$ cat src/rtl/funnel_shifter.sv
module funnel_shifter #(
  parameter int N = 32,
  localparam int LG = $clog2(N)
) (
  input  logic [N-1:0]  operand,
  input  logic          go_left,
  input  logic [1:0]    kind,
  input  logic [LG-1:0] amount,
  output logic [N-1:0]  result
);

  localparam int ZW = 2*N - 1;
  localparam logic [1:0] K_ARITH  = 2'b01;
  localparam logic [1:0] K_ROTATE = 2'b10;

  initial begin
    a_pow2_width: assert (N >= 2 && (1 << LG) == N)
      else $error("N must be a power of two and at least 2");
  end

  logic [N-2:0]  fill_hi, fill_lo;
  logic [ZW-1:0] stage_in;
  logic [LG-1:0] offset;

  always_comb begin
    case (kind)
      K_ARITH:  fill_hi = {(N-1){operand[N-1]}};
      K_ROTATE: fill_hi = operand[N-2:0];
      default:  fill_hi = '0;
    endcase
  end

  assign fill_lo  = (kind == K_ROTATE) ? operand[N-1:1] : '0;
  assign stage_in = go_left ? {operand, fill_lo} : {fill_hi, operand};
  assign offset   = go_left ? ~amount : amount;

  for (genvar s = 0; s < LG; s++) begin : g_rank
    localparam int WI = ZW - ((1 << s) - 1);
    localparam int WO = WI - (1 << s);
    logic [WI-1:0] vin;
    logic [WO-1:0] vout;
    if (s == 0) begin : g_first
      assign vin = stage_in;
    end else begin : g_next
      assign vin = g_rank[s-1].vout;
    end
    for (genvar i = 0; i < WO; i++) begin : g_bit
      assign vout[i] = offset[s] ? vin[i + (1 << s)] : vin[i];
    end
  end

  assign result = g_rank[LG-1].vout;

  logic [N-1:0] keep_r, keep_l;
  assign keep_r = {N{1'b1}} >> amount;
  assign keep_l = {N{1'b1}} << amount;

  always_comb begin
    if (amount == '0)
      a_r1_zero_amount_identity: assert (result == operand);
    if (!go_left && kind != K_ARITH && kind != K_ROTATE)
      a_r2_right_zero_fill: assert ((result & ~keep_r) == '0);
    if (!go_left && kind == K_ARITH)
      a_r3_right_sign_fill: assert ((result & ~keep_r) == (operand[N-1] ? ~keep_r : '0));
    if (kind == K_ROTATE)
      a_r4_r7_rotate_keeps_ones: assert ($countones(result) == $countones(operand));
    if (go_left && kind != K_ROTATE)
      a_r5_r6_left_zero_fill: assert ((result & ~keep_l) == '0);
  end

endmodule

$ cat config.mk
export PLATFORM = sky130hd
export DESIGN_NAME = funnel_shifter
export DESIGN_NICKNAME = d
export VERILOG_FILES = /design/src/rtl/funnel_shifter.sv
export SDC_FILE = /design/constraint.sdc
export NUM_CORES = 1
export LEC_CHECK = 0
export ABC_CLOCK_PERIOD_IN_PS = 3600
export BUFFER_PORTS_ARGS = -buffer_cell sky130_fd_sc_hd__buf_4
export CORE_MARGIN = 3
export CORE_UTILIZATION = 25
export DETAILED_ROUTE_END_ITERATION = 10
export GPL_ROUTABILITY_DRIVEN = 0
export SLEW_MARGIN = 0
export SYNTH_ARGS = -nofsm -noshare
export SYNTH_HDL_FRONTEND = slang
export SYNTH_SLANG_ARGS = --single-unit
$ cat constraint.sdc
create_clock -name vclk -period 3.6
set_clock_uncertainty 0.15 [all_clocks]
set_input_delay 0.72 -clock vclk [all_inputs]
set_output_delay 0.72 -clock vclk [all_outputs]
set_load 0.05 [all_outputs]
==> impl_results.md <==
- ANT cells: 0
- Hold depth: 4
- Worst hold path type: input port to primary output
- Syn avg cell area: 6.90 um^2
- Hold Path Origin: amount[3]
- Nets: roughly 1000
- PwrDens: 265 nW/um^2
- Seq. cell area: 0 um^2
- Power share of the combinational group: 100.0%
- Pre-antenna DRT Iters: 5
- Final hold vios: 0
- Starting density of the core: 25.7%
- Layout overhead on the synthesized area: 86.9%
- Area of the multi-input gates: approximately 5500 um^2
- Net Sw Frac: between 50% and 60%
- Cell count after placement: 1180
- Maxcap violations: 0
- WP data arrival: 3.10 ns
- Post-synthesis adder-cell area fraction: less than 1%
- Register area share after synthesis: 0%
- Synth Area in Simple Gates: 19.4%
- Worst VDD drop: 0.113 mV
- Finish-stage setup viols: 31
- Synth Instances: 705
- First-pass GRT wire length: approximately 38 mm
- Top Metal Used: met4
- Post-route setup slack: -0.366 ns
- Total Wirelength: 26.0 mm
- Mux cell area share after synthesis: 27.2%
- Violated checks: negative setup slack
- Flop pwr share: 0%
- Critical path's slowest cell: mux4_2
- CP most frequent cell: buf_6
- Synth Area in XOR/XNOR: 2.13%
- Vias in the first global route: 6819
- Tot GR Track Use: 22.0%
- Final Critical Period: 3.97 ns
- FMAX: 0.252 GHz
- DRT antenna net count: 0
- Status: complete, but fails checks
- Period utilisation layout: 110%
- Max-slew headroom: 56.6%
- Grt ovf: 0
- CP peak stage delay: 0.54 ns
- Fillers: between 1500 and 2000
- Width of the chip: 145 um
- Met2 routed WL: approximately 12 mm
- Largest family of logic cells by synthesized area: compound AO/OA/AOI/OAI gates
- Hold_buf cts: 0
- Post-Syn Area: 4860 um^2
- Via/cell ratio: 5.97
- Synth Area in Compound Gates: 38.1%
- Distinct cells, synth: 58
- Critical Path RT: 2.73 ns
- WL/cell: 21.2 um
- DIE AREA: 21200 um^2
- Unrepaired setup endpoints after global routing: true
- Non-filler cells, final: 1229
- Drt drc: 0
- Worst path cell trace: buf_8 -> buf_6 -> ha_4 -> a21oi_4 -> buf_6 -> a311oi_4 -> or2_1 -> mux4_2 -> mux4_2 -> buf_6
- Core area: 18900 um^2
- P_leak: 3.68 nW
- DR WL met3: 2.46 mm
- Crit path max fanout: 5
- Startpoint types: input port
- Clock network power share: 0%
- Layout cells sized above 1: 54.3%
- Actual slew at the worst max-slew pin: 0.649 ns
- Io pins: 72
- Die Ht: 145 um
- Final Core Density: 48.1%
- Yosys warns: 0
- Seq_cells: 0
- Synth Net Count: 747
- Switch Pwr: 1.34 mW
- DRT met1 WL: approximately 11 mm
- Rows: 50
- # clk buffers: 0
- WHS Endpoint: result[26]
- CP endpoint kind: primary output
- Initial antenna violation count: 0
- DRT iter0 DRCs: 873
- Critical path type: input port to primary output
- Buffers on Ports: 72
- Largest net degree at the start of global routing: 26
- Total number of vias: between 7000 and 8000
- Int Power: 1.07 mW
- Detailed Place HPWL: between 15 and 20 mm
- Slew Limit Fails: 0
[cells in the mapped netlist, types with 3 or more instances]
| master | n | area share (%) |
|---|---|---|
| mux2_2 | 6 | 1.4 |
| nand2b_1 | 17 | 2.2 |
| clkbuf_1 | 21 | 1.6 |
| or3b_2 | 3 | 0.54 |
| or3_1 | 3 | 0.39 |
| o2bb2ai_1 | 3 | 0.54 |
| nor2_1 | 33 | 2.5 |
| o2111ai_1 | 4 | 0.72 |
| a221oi_1 | 30 | 5.4 |
| o211ai_1 | 6 | 0.93 |
| a311oi_1 | 17 | 3.1 |
| buf_4 | 21 | 3.2 |
| a21oi_1 | 31 | 3.2 |
| o221ai_1 | 12 | 2.2 |
| a211oi_1 | 20 | 3.1 |
| nor4_1 | 4 | 0.51 |
| o41ai_1 | 3 | 0.54 |
| a31oi_1 | 3 | 0.39 |
| nor2b_1 | 6 | 0.77 |
| nand3_1 | 9 | 0.93 |
| and2_1 | 5 | 0.64 |
| a22oi_1 | 16 | 2.5 |
| mux4_1 | 3 | 1.6 |
| o21ai_0 | 82 | 8.4 |
| mux4_2 | 13 | 6.0 |
| o22ai_1 | 20 | 2.6 |
| o32ai_1 | 10 | 1.8 |
| buf_2 | 30 | 3.1 |
| nand2_1 | 57 | 4.4 |
| buf_6 | 8 | 1.9 |
| inv_1 | 36 | 2.8 |
| o31ai_1 | 3 | 0.46 |
| nor3_1 | 50 | 5.1 |
| xnor2_1 | 3 | 0.54 |
| mux2i_1 | 86 | 18 |
[critical path: cells and delay by family]
family | cells | cell delay [ns]
buf+inv | 4 | 0.55
fa+ha+maj | 1 | 0.18
simple gates | 1 | 0.25
compound gates | 2 | 0.34
mux | 2 | 1.05
[cells in the final DEF (no fill, tap or decap), drive strengths merged, types with 21 or more instances in the layout]
cell type  synthesis  layout
buf               60     340
mux2i             87      87
o21ai             82      82
nand2             58      58
nor3              51      51
inv               36      36
nor2              33      33
a21oi             32      32
a221oi            30      30
a211oi            21      21
[final cells by class]
type               count  share of cell area [%]
inverters             36                    1.51
well taps            260                    3.58
multi-input cells    589                    60.7
repair buffers       344                    34.2
[power by group through the flow]
stage / Combinational, mW / Clock (mW) / Sequential (mW)
after detailed placement: 1.91 / 0 / 0
after floorplan: 1.17 / 0 / 0
after CTS: 2.22 / 0 / 0
after global placement: 1.90 / 0 / 0
after global routing: 2.50 / 0 / 0
final: 2.41 / 0 / 0
[worst max path at each step]
stage,from,endpoint,slack (ns),cells past startpoint
2_1_floorplan,kind[1],result[31],-0.17,8
3_3_place_gp,kind[1],result[18],-0.55,11
3_5_place_dp,kind[0],result[18],-0.56,10
4_1_cts,kind[1],result[31],-0.37,10
5_1_grt,kind[0],result[11],-0.45,10
6_report,kind[0],result[11],-0.37,10
[logic make-up (layout without fill, tap and decap cells)]
kind of cell    after synthesis  after routing
compound gates              273            273
fa+ha+maj                     2              2
mux                         109            109
buf+inv                     117            380
simple gates                196            196
xor+xnor                      8              9
[stage by stage]
step           setup TNS (ns)  power (mW)  hold WS, ns  setup WS (ns)  cell area [um^2]
2_1_floorplan          -0.901        1.17         1.63         -0.171              5110
3_3_place_gp           -11.39        1.90         1.95         -0.551              7340
3_5_place_dp           -12.55        1.91         1.96         -0.560              7340
4_1_cts                 -5.34        2.22         1.83         -0.370              8470
5_1_grt                 -9.44        2.50         1.88         -0.448              9090
6_report                -7.60        2.41         1.83         -0.366              9090
[metal layers]
metal	up-vias	track usage, %
met5	-	0
met4	0	6.55
met2	447	35.6
met1	3506	30.0
li1	3293	-
met3	85	3.77
[timing repair]
action	in CTS	in global routing
buffers inserted	28	20
cloned	2	5
resized for setup	186	86
pin swaps	39	42
setup endpoints to repair	32	32
Power figures use the tool's default switching activity.
